**config.mk**
```make
export PLATFORM = sky130hd
export DESIGN_NAME = frame_ratio_mon
export DESIGN_NICKNAME = d
export VERILOG_FILES = /design/src/rtl/frm_pkg.sv /design/src/rtl/frm_sync.sv /design/src/rtl/frm_period.sv /design/src/rtl/frame_ratio_mon.sv
export SDC_FILE = /design/constraint.sdc
export NUM_CORES = 1
export LEC_CHECK = 0
export BUFFER_PORTS_ARGS = -buffer_cell sky130_fd_sc_hd__buf_4
export CORE_UTILIZATION = 54
export CTS_BUF_LIST = sky130_fd_sc_hd__clkbuf_4 sky130_fd_sc_hd__clkbuf_8
export DETAILED_ROUTE_END_ITERATION = 8
export GPL_ROUTABILITY_DRIVEN = 0
export GPL_TIMING_DRIVEN = 0
export PLACE_DENSITY = 0.78
export SETUP_SLACK_MARGIN = 0.1
export SYNTH_ARGS = -nofsm -noshare
export SYNTH_HDL_FRONTEND = slang
export SYNTH_SLANG_ARGS = --single-unit
```
**constraint.sdc**
```tcl
create_clock -name clk_i -period 1.9 [get_ports clk_i]
set_input_delay 0.57 -clock clk_i [delete_from_list [all_inputs] [get_ports clk_i]]
set_output_delay 0.57 -clock clk_i [all_outputs]
set_load 0.1 [all_outputs]
```
**src/rtl/frm_pkg.sv**
```systemverilog
package frm_pkg;
  typedef enum int unsigned {
    PORT_IN  = 0,
    PORT_OUT = 1
  } port_e;

  localparam int unsigned NUM_PORTS = 2;

  function automatic logic over_limit(
    input int unsigned meas,
    input logic        self_master,
    input logic        peer_master,
    input int unsigned master_min,
    input int unsigned slave_min,
    input int unsigned slave_max
  );
    int unsigned lo;
    logic        hi_en;
    lo    = self_master ? master_min : slave_min;
    hi_en = !self_master && !peer_master;
    return (meas < lo) || (hi_en && (meas >= slave_max));
  endfunction
endpackage

```
**src/rtl/frm_sync.sv**
```systemverilog
module frm_sync #(
  parameter int unsigned STAGES = 2
) (
  input  logic clk_i,
  input  logic rst_ni,
  input  logic async_i,
  output logic rise_o
);
  logic [STAGES-1:0] chain_q;
  logic              prev_q;

  always_ff @(posedge clk_i or negedge rst_ni) begin
    if (!rst_ni) begin
      chain_q <= '0;
      prev_q  <= 1'b0;
    end else begin
      chain_q <= {chain_q[STAGES-2:0], async_i};
      prev_q  <= chain_q[STAGES-1];
    end
  end

  assign rise_o = chain_q[STAGES-1] & ~prev_q;
endmodule

```
**src/rtl/frm_period.sv**
```systemverilog
module frm_period #(
  parameter int unsigned CNT_W       = 12,
  parameter int unsigned READY_EDGES = 3
) (
  input  logic             clk_i,
  input  logic             rst_ni,
  input  logic             rise_i,
  input  logic             restart_i,
  output logic [CNT_W-1:0] meas_o,
  output logic             ready_o
);
  localparam logic [CNT_W-1:0] CNT_MAX = {CNT_W{1'b1}};
  localparam int unsigned      RC_W    = $clog2(READY_EDGES + 1);
  localparam logic [RC_W-1:0]  RC_TOP  = RC_W'(READY_EDGES);

  logic [CNT_W-1:0] run_q;
  logic [RC_W-1:0]  edges_q;

  always_ff @(posedge clk_i or negedge rst_ni) begin
    if (!rst_ni) begin
      run_q  <= '0;
      meas_o <= '0;
    end else if (rise_i) begin
      meas_o <= run_q;
      run_q  <= CNT_W'(1);
    end else if (run_q != CNT_MAX) begin
      run_q  <= run_q + 1'b1;
    end
  end

  // edges seen since reset or restart, saturating
  always_ff @(posedge clk_i or negedge rst_ni) begin
    if (!rst_ni)                          edges_q <= '0;
    else if (restart_i)                   edges_q <= '0;
    else if (rise_i && edges_q != RC_TOP) edges_q <= edges_q + 1'b1;
  end

  assign ready_o = (edges_q == RC_TOP);
endmodule

```
**src/rtl/frame_ratio_mon.sv**
```systemverilog
module frame_ratio_mon
  import frm_pkg::*;
#(
  parameter int unsigned CNT_W      = 12,
  parameter int unsigned SYNC_STG   = 2,
  parameter int unsigned MASTER_MIN = 128,
  parameter int unsigned SLAVE_MIN  = 130,
  parameter int unsigned SLAVE_MAX  = 3750
) (
  input  logic             clk_i,
  input  logic             rst_ni,
  input  logic             in_fclk_i,
  input  logic             out_fclk_i,
  input  logic             in_master_i,
  input  logic             out_master_i,
  input  logic             clr_i,
  output logic [CNT_W-1:0] in_count_o,
  output logic [CNT_W-1:0] out_count_o,
  output logic             flags_valid_o,
  output logic             in_live_o,
  output logic             out_live_o,
  output logic             in_sticky_o,
  output logic             out_sticky_o,
  output logic             cfg_err_o
);
  logic [NUM_PORTS-1:0] fclk, master_d, mode_q, rise, ready, viol, live_q, sticky_q;
  logic [CNT_W-1:0]     meas [NUM_PORTS];
  logic                 mode_chg, bad_cfg, valid_c, valid_q, cfg_err_q;

  assign fclk[PORT_IN]      = in_fclk_i;
  assign fclk[PORT_OUT]     = out_fclk_i;
  assign master_d[PORT_IN]  = in_master_i;
  assign master_d[PORT_OUT] = out_master_i;

  always_ff @(posedge clk_i or negedge rst_ni) begin
    if (!rst_ni) mode_q <= '0;
    else         mode_q <= master_d;
  end

  assign mode_chg = (master_d != mode_q);
  assign bad_cfg  = &mode_q;

  for (genvar p = 0; p < NUM_PORTS; p++) begin : g_port
    frm_sync #(.STAGES(SYNC_STG)) u_sync (
      .clk_i  (clk_i),
      .rst_ni (rst_ni),
      .async_i(fclk[p]),
      .rise_o (rise[p])
    );

    frm_period #(.CNT_W(CNT_W), .READY_EDGES(3)) u_period (
      .clk_i    (clk_i),
      .rst_ni   (rst_ni),
      .rise_i   (rise[p]),
      .restart_i(mode_chg),
      .meas_o   (meas[p]),
      .ready_o  (ready[p])
    );

    assign viol[p] = over_limit(32'(meas[p]), mode_q[p], mode_q[NUM_PORTS-1-p],
                                MASTER_MIN, SLAVE_MIN, SLAVE_MAX);
  end

  assign valid_c = (&ready) && !bad_cfg && !mode_chg;

  always_ff @(posedge clk_i or negedge rst_ni) begin
    if (!rst_ni) begin
      valid_q   <= 1'b0;
      live_q    <= '0;
      sticky_q  <= '0;
      cfg_err_q <= 1'b0;
    end else begin
      valid_q   <= valid_c;
      live_q    <= {NUM_PORTS{valid_c}} & viol;
      // a violation in the clear cycle wins
      sticky_q  <= (sticky_q & ~{NUM_PORTS{clr_i}}) | ({NUM_PORTS{valid_c}} & viol);
      cfg_err_q <= bad_cfg;
    end
  end

  assign in_count_o    = meas[PORT_IN];
  assign out_count_o   = meas[PORT_OUT];
  assign flags_valid_o = valid_q;
  assign in_live_o     = live_q[PORT_IN];
  assign out_live_o    = live_q[PORT_OUT];
  assign in_sticky_o   = sticky_q[PORT_IN];
  assign out_sticky_o  = sticky_q[PORT_OUT];
  assign cfg_err_o     = cfg_err_q;
endmodule

```
; Yosys cells after proc, flatten, opt, wreduce, memory -nomap -nowiden
; Index checks and enable logic that the tools add are counted.
[word_totals]
ff_bits = 66
inputBits = 7
out_inout_bits = 30
wordCells = 67
[classes]
add_sub_neg = 4
n_lt_le_gt_ge = 4
n_eq_ne = 7
mux = 10
n_bitwise = 8
reduce_logical = 19
[ops]
columns = op, n
row1 = two-way mux 12 bit, 4
row2 = adder 12 x 1 -> 12 bit (second input constant), 2
row3 = >= comparator 12 bit (second input constant), 2
row4 = less-than comparator 12 x 8 -> 1 bit, 2
row5 = != test 12 bit (second input constant), 2
row6 = two-way mux 2 bit, 6
row7 = nonzero test 2 bit, 4
row8 = logical AND 1 bit, 7
row9 = adder 2 x 1 -> 2 bit (second input constant), 2
row10 = bitwise AND 2 bit, 2
row11 = == test 2 bit (second input constant), 2
row12 = logical NOT 1 bit, 4
row13 = != test 2 bit (second input constant), 2
row14 = AND reduction 2 bit, 2
row15 = bitwise AND 1 bit, 2
row16 = logical OR 1 bit, 2
row17 = != test 2 bit, 1
row18 = NOT 1 bit, 2
row19 = NOT 2 bit, 1
row20 = bitwise OR 2 bit, 1

; Logic depth before layout (Yosys ltp)
; Gate-level depths: netlist of run 1.
[depth]
word_depth = 6
depth_mapped = 7
mapped_depth_nobuf = 6

; Hierarchy
; A second synthesis of run 1 with hierarchy kept.
[unflattened]
cells_unflattened = 245
hier_area_um2 = 3007.9
[by_module_without_submodules]
columns = mod, instances, cells_each, area_each_um2, seq_area_each_um2
row1 = frm_period at g_port[0].u_period, 1, 97, 1214.9, 650.6
row2 = frm_period at g_port[1].u_period, 1, 97, 1207.4, 650.6
row3 = frame_ratio_mon, 1, 43, 407.9, 200.2
row4 = frm_sync, 2, 4, 88.8, 75.1

; Worst setup path before layout of run 1
; OpenSTA, ideal clock, no wires.
[synth_timing]
kind = reg2reg
from = register g_port[0].u_period.meas_o[4]
to = register sticky_q[0]
setup_ns = 0.066
arrival_time_ns = 1.935
required_ns = 1.834
path_slack_ns = -0.102
path_stages_with_launch = 6
path_buffers = 0
period_less_slack_ns = 2.002
cell_sequence = dfrtp_1 or4_1 o41ai_1 o2bb2ai_1 o21a_1 a21o_1
[synth_between]
elab_chain_len = 5
elab_cells_between_ends = 6
[synth_rtl]
columns = item, line
row1 = from (decl), frm_period.sv:9  ; output logic [CNT_W-1:0] meas_o,
row2 = from (signal assigned), frm_period.sv:24  ; meas_o <= run_q;
row3 = >= comparator 12 bit, frm_pkg.sv:21  ; return (meas < lo) || (hi_en && (meas >= slave_max));
row4 = logical AND 1 bit, frm_pkg.sv:21
row5 = logical OR 1 bit (*), frm_pkg.sv:21
row6 = bitwise AND 2 bit (*), frame_ratio_mon.sv:76  ; sticky_q <= (sticky_q & ~{NUM_PORTS{clr_i}}) | ({NUM_PORTS{valid_c}} & viol);
row7 = bitwise OR 2 bit (*), frame_ratio_mon.sv:76
row8 = to (signal assigned), frame_ratio_mon.sv:76
row9 = to (decl), frame_ratio_mon.sv:26  ; logic [NUM_PORTS-1:0] fclk, master_d, mode_q, rise, ready, viol, live_q, sticky_q;
; Mark *: on every way between the ends. The rest lies on a longest branch, timed or not.
; A chain may end at the register's enable or synchronous reset.

; Final worst setup path of run 1
[layout_timing]
from = register g_port[1].u_period.run_q[0]
to = register g_port[1].u_period.run_q[3]
[layout_between]
elab_chain_len = 3
elab_cells_between_ends = 5
[layout_rtl]
columns = item, line
row1 = from (decl), frm_period.sv:16  ; logic [CNT_W-1:0] run_q;
row2 = from (signal assigned), frm_period.sv:27  ; run_q <= run_q + 1'b1;
row3 = adder 12 x 1 -> 12 bit, frm_period.sv:27
row4 = two-way mux 12 bit, frm_period.sv:26  ; end else if (run_q != CNT_MAX) begin
row5 = two-way mux 12 bit, frm_period.sv:23  ; end else if (rise_i) begin
; Several ways; a longest one is shown, not always the timed one. The select of a mux whose other input is x is not followed.

==> results of run 1 <==
[sequential cells by signal (all words and copies together), names as in the netlist]
name	flops
sticky_q	2
cfg_err_o	1
flags_valid_o	1
g_port.u_period.run_q	24
g_port.u_sync.chain_q	4
mode_q	2
g_port.u_sync.prev_q	2
g_port.u_period.edges_q	4
g_port.u_period.meas_o	24
live_q	2
[per-layer routing]
metal	global-route usage	vias to the layer above	share of wire
met5	0	-	0
met4	0.0985	0	0.0081
met3	0.0522	4	0.043
met2	0.307	57	0.45
met1	0.319	1076	0.49
li1	-	1081	-
[how the worst min path moves through the flow]
stage                                           start                     endpoint  depth (start not counted)
after floorplan                                rst_ni                    cfg_err_o                          0
after global placement    g_port[0].u_sync.chain_q[0]  g_port[0].u_sync.chain_q[1]                          0
after detailed placement  g_port[1].u_sync.chain_q[0]  g_port[1].u_sync.chain_q[1]                          0
after CTS                                   in_fclk_i  g_port[0].u_sync.chain_q[0]                          1
after global routing                        in_fclk_i  g_port[0].u_sync.chain_q[0]                          1
final                                          rst_ni                  sticky_q[0]                          1
[repair_timing]
action,4_1_cts,5_1_grt
setup buffers,2,7
pin swaps,1,3
gates resized for setup,3,5
endpoints found under the setup margin,8,7
[cells in the mapped netlist]
cell,n
o41ai_1,2
mux2i_1,3
nand2b_1,3
or4_1,3
dfrtp_1,66
xnor2_1,11
o21a_1,2
ha_1,4
inv_1,3
a31oi_1,1
and3_1,7
or4_4,1
nand2_1,85
buf_6,1
and4b_1,1
nor2b_1,3
o2bb2ai_1,2
a21oi_1,7
a211o_1,2
nand3_1,7
o211ai_1,1
o21ai_0,4
nor4_1,4
clkbuf_1,7
and4_1,1
nor2_1,23
a21o_1,2
nand4_2,1
nand4_1,7
a211oi_1,2
xor2_1,10
nand3_2,1
and2_1,4
nor3_1,5
buf_4,1
[cell families (layout without fill, tap and decap cells)]
logic type               count (synthesis)  count (layout)
AND/OR/NAND/NOR                        156             156
flip-flops                              66              66
AO/OA/AOI/OAI                           25              25
XOR/XNOR                                21              21
buffers and inverters                   12              72
adder cells (fa/ha/maj)                  4               4
multiplexers                             3               3
[power by group]
group | total [mW] | internal (mW) | switching [mW]
Sequential | 1.72 | 1.55 | 0.167
Combinational | 0.992 | 0.279 | 0.713
Clock | 1.08 | 0.598 | 0.483
[final cells by class]
cell class / instances / area, um2 / area share
Buffer: 9 / 45.0 / 0.0128
Clock buffer: 15 / 181 / 0.0514
Inverter: 3 / 11.3 / 0.00319
Multi-Input combinational cell: 209 / 1190 / 0.338
Sequential cell: 66 / 1660 / 0.470
Tap cell: 70 / 87.6 / 0.0248
Timing Repair Buffer: 45 / 350 / 0.0993
[worst max-delay path, stage by stage, from the launching register on]
cell and delay [ps]:
dfrtp_1 400, ha_4 170, nand3_4 70, or4_4 520
buf_6 150, nand4_1 100, xor2_1 200, nor2_1 70
[stage by stage]
stage / std cells / area (um2) / utilization / hold WS [ps]
6_report: 417 / 3530 / 0.691 / 330
5_1_grt: 417 / 3530 / 0.691 / 324
4_1_cts: 410 / 3440 / 0.673 / 331
3_5_place_dp: 393 / 3220 / 0.630 / 336
3_3_place_gp: 393 / 3220 / 0.630 / 333
2_1_floorplan: 287 / 2860 / - / 274
==> results.md, run 1 <==
* RSZ-0062 raised after global routing: true
* Worst EP arrival at 2030 ps
* Setup crit end kind: register
* Routed WL per cell at 13.9 um
* Crit path time final at 1830 ps
* Post-synthesis compound-gate area fraction at 0.0583
* Share of cells above drive strength 1 at 0.216
* DR iter-0 viols at 194
* TritonCTS clock tree: yes
* Clock sinks at 66
* Min-Delay Path Class: input pin to async pin
* Synth top area cells: dfrtp_1 58%, nand2_1 11%, xnor2_1 3.4%
* Largest family of logic cells by synthesized area: simple AND/OR/NAND/NOR gates
* Port bufs at 36
* Fin. max-slew vios at 0
* H-tree levels at 3
* Root Buffer: clkbuf_8
* Antenna violations before repair at 0
* Total gr overflow at 0
* FF-to-FF setup slack at 70 ps
* Register area share after synthesis at 0.579
* Nets@finish at 354
* Layout filler cell count at 373
* Post-Synth Simple-Gate Area at 0.251
* XOR/XNOR Fraction of Synth Area at 0.0644
* Highest clock rate at 547 MHz
* Final hold violations at 0
* Pleak at 1.80 nW
* DR pass1 iterations at 4
* Post-synthesis cell area at 2850 um2
* Die area at 5580 um2
* Clk_lat worst skew at 340 ps
* Largest net degree at the start of global routing at 67
* # rows at 26
* Total core area at 5110 um2
* Yosys reg bits at 66
* Net count after synthesis at 298
* Routed wire length at 5810 um
* Reg-to-Reg Start: g_port[1].u_period.run_q[0]
* Req. time, crit path at 2100 ps
* PwrDens at 1080 nW/um2
* Setup Skew at 12.6 ps
* Least-Margin Pin Slew at 799 ps
* Vias per cell at 5.32
* DRC violations left at 0
* Worst Path Max Fanout at 7
* Pre-CTS setup slack at 6.98 ps
* Antenna Violating Nets Remaining at 0
* Post-Synthesis Cells at 287
* Worst R2R Path Depth at 7
* Die X at 74.7 um
* Post-Synth Adder-Cell Area at 0.0175
* Slew margin rel. at 0.467
* Mux share of post-synthesis cell area at 0.0105
* Clock slew at reported path FFs at 70 ps
* Number of global-route vias before repair at 1909
* Most common cell after layout, fill and taps aside: nand2_1
* Crit path to: g_port[1].u_period.run_q[3]
* # setup viols final at 0
* Fin crit share at 0.962
* Fin Setup TNS at 0 ps
* Synth area leader: dfrtp_1
* Critical path type: register to register
* Commonest cells after routing, fill and taps aside: 85 x nand2_1, 60 x dfrtp_1, 45 x buf_4
* Final WS setup at 72.6 ps
* Syn Area/Cell at 9.94 um2
* Total CTS buffers at 9
* GRT Resource Usage Total at 0.217
* Crit path from: g_port[1].u_period.run_q[0]
* Clk buf depth at 2
* Initial Util at 0.559
* Worst VDD drop at 0.000568 V
* I/O pin count at 37
* Hold_buf cts at 0
* Die height at 74.7 um
* Power consumption at 3.79 mW
* Area growth from synthesis to layout at 23.6%
* Crit start category: register
* Status: finished clean
* Yosys warning total at 0
* Antenna Cells at 0
* Post-synth top area share at 0.579
* First-pass GRT wire length at 8850 um
* Max-Cap Viols at 0
* R2r endpoint: g_port[1].u_period.run_q[3]
* Synth cell types at 35
* Via count at 2218
* Post-DP HPWL at 3740 um
Power figures use the tool's default switching activity.
==> inputs of run 2 (changes only) <==
- CAP_MARGIN: default -> 10
- CORE_UTILIZATION: 54 -> 50
- PLACE_DENSITY: 0.78 -> 0.73
==> results.md, run 2 (synthesis results as in run 1) <==
* GRT Resource Usage Total at 0.213
* Most common cell after layout, fill and taps aside: nand2_1
* PwrDens at 1110 nW/um2
* Req. time, crit path at 2120 ps
* RSZ-0062 raised after global routing: true
* Crit path time final at 1730 ps
* Final WS setup at 165 ps
* Vias per cell at 5.27
* Commonest cells after routing, fill and taps aside: 85 x nand2_1, 60 x dfrtp_1, 45 x buf_4
* DR pass1 iterations at 4
* Least-Margin Pin Slew at 794 ps
* Crit start category: register
* Port bufs at 36
* Total CTS buffers at 9
* Via count at 2210
* Regs by FF count: g_port.u_period.meas_o: 24 flops, g_port.u_period.run_q: 24 flops
* Min-Delay Path Class: input pin to async pin
* Clk_lat worst skew at 340 ps
* Nets@finish at 353
* Critical path type: register to register
* Total core area at 5510 um2
* DR iter-0 viols at 122
* Slew margin rel. at 0.471
* Worst R2R Path Depth at 7
* I/O pin count at 37
* Highest clock rate at 576 MHz
* Reg-to-Reg Start: g_port[1].u_period.run_q[0]
* Clock slew at reported path FFs at 70 ps
* # setup viols final at 0
* Fin crit share at 0.913
* Antenna Violating Nets Remaining at 0
* Max-Cap Viols at 0
* Power consumption at 3.91 mW
* Die X at 77.6 um
* Area growth from synthesis to layout at 23.5%
* Setup crit end kind: register
* Clk buf depth at 2
* Clock sinks at 66
* Worst EP arrival at 1950 ps
* Post-DP HPWL at 3760 um
* Root Buffer: clkbuf_8
* Pre-CTS setup slack at -9.73 ps
* First-pass GRT wire length at 9700 um
* Area of the multi-input gates at 1180 um2
* FF-to-FF setup slack at 170 ps
* Share of cells above drive strength 1 at 0.213
* Pleak at 1.79 nW
* Hold_buf cts at 0
* Number of global-route vias before repair at 2061
* Status: finished clean
* Setup Skew at 11.6 ps
* # rows at 27
* Routed wire length at 5740 um
* Fin Setup TNS at 0 ps
* R2r endpoint: g_port[1].u_period.run_q[3]
* Fin. max-slew vios at 0
* Die area at 6010 um2
* Die height at 77.6 um
* H-tree levels at 3
* Total gr overflow at 0
* Register area at 1660 um2
* Layout filler cell count at 455
* Routed WL per cell at 13.7 um
* DRC violations left at 0
* Antenna violations before repair at 0
* Final core utilization at 0.640
* Worst VDD drop at 0.000651 V
* Largest net degree at the start of global routing at 67
* Worst Path Max Fanout at 7
* Final hold violations at 0
* Worst hold slack at 307 ps
* Antenna Cells at 0
* TritonCTS clock tree: yes
* Initial Util at 0.518
## run 2: per-stage QoR
step	instances	cell area [um2]
CTS	414	3460
finish	419	3520
global placement	395	3220
global route	419	3520
floorplan	287	2860
detailed placement	395	3220
## run 2: metal layers
layer | vias to the layer above | track usage | wire, um
li1 | 1089 | - | -
met1 | 1055 | 0.305 | 2780
met2 | 61 | 0.296 | 2600
met3 | 5 | 0.0694 | 317
met4 | 0 | 0.0906 | 45
met5 | - | 0 | 0
## run 2: worst max-delay path, cell delays in order, from the launching register on
cell	delay [ps]
dfrtp_1	410
ha_4	160
nand3_4	70
or4_4	520
buf_6	150
nand4_1	80
xor2_1	170
nor2_1	50
## run 2: cell type report
| type | count | area share |
|---|---|---|
| flip-flops and latches | 66 | 0.471 |
| clock inverters | 5 | 0.0149 |
| multi-input cells | 209 | 0.336 |
| repair buffers | 44 | 0.0937 |
| inverters | 3 | 0.00319 |
| plain buffers | 9 | 0.0128 |
| clock buffers | 11 | 0.0430 |
| well taps | 72 | 0.0256 |
## run 2: worst max-delay path by stage
stage	depth (start not counted)	end	startpoint
after CTS	7	g_port[1].u_period.run_q[3]	g_port[1].u_period.run_q[0]
after detailed placement	7	g_port[1].u_period.run_q[3]	g_port[1].u_period.run_q[0]
after global placement	7	g_port[1].u_period.run_q[4]	g_port[1].u_period.run_q[0]
after global routing	7	g_port[1].u_period.run_q[3]	g_port[1].u_period.run_q[0]
after floorplan	5	sticky_q[0]	g_port[0].u_period.meas_o[4]
final	7	g_port[1].u_period.run_q[3]	g_port[1].u_period.run_q[0]
## run 2: repair_timing
| action | in CTS | in global routing |
|---|---|---|
| pin swaps | 1 | 2 |
| gates resized for setup | 2 | 5 |
| buffers inserted | 3 | 5 |
| endpoints found under the hold margin | 0 | 0 |
| endpoints found under the setup margin | 7 | 7 |
## run 2: where the power goes
part	switching, mW	internal, mW	total (mW)	leakage, nW
Clock	0.522	0.670	1.19	0.105
Combinational	0.714	0.283	0.998	0.818
Sequential	0.164	1.55	1.72	0.871
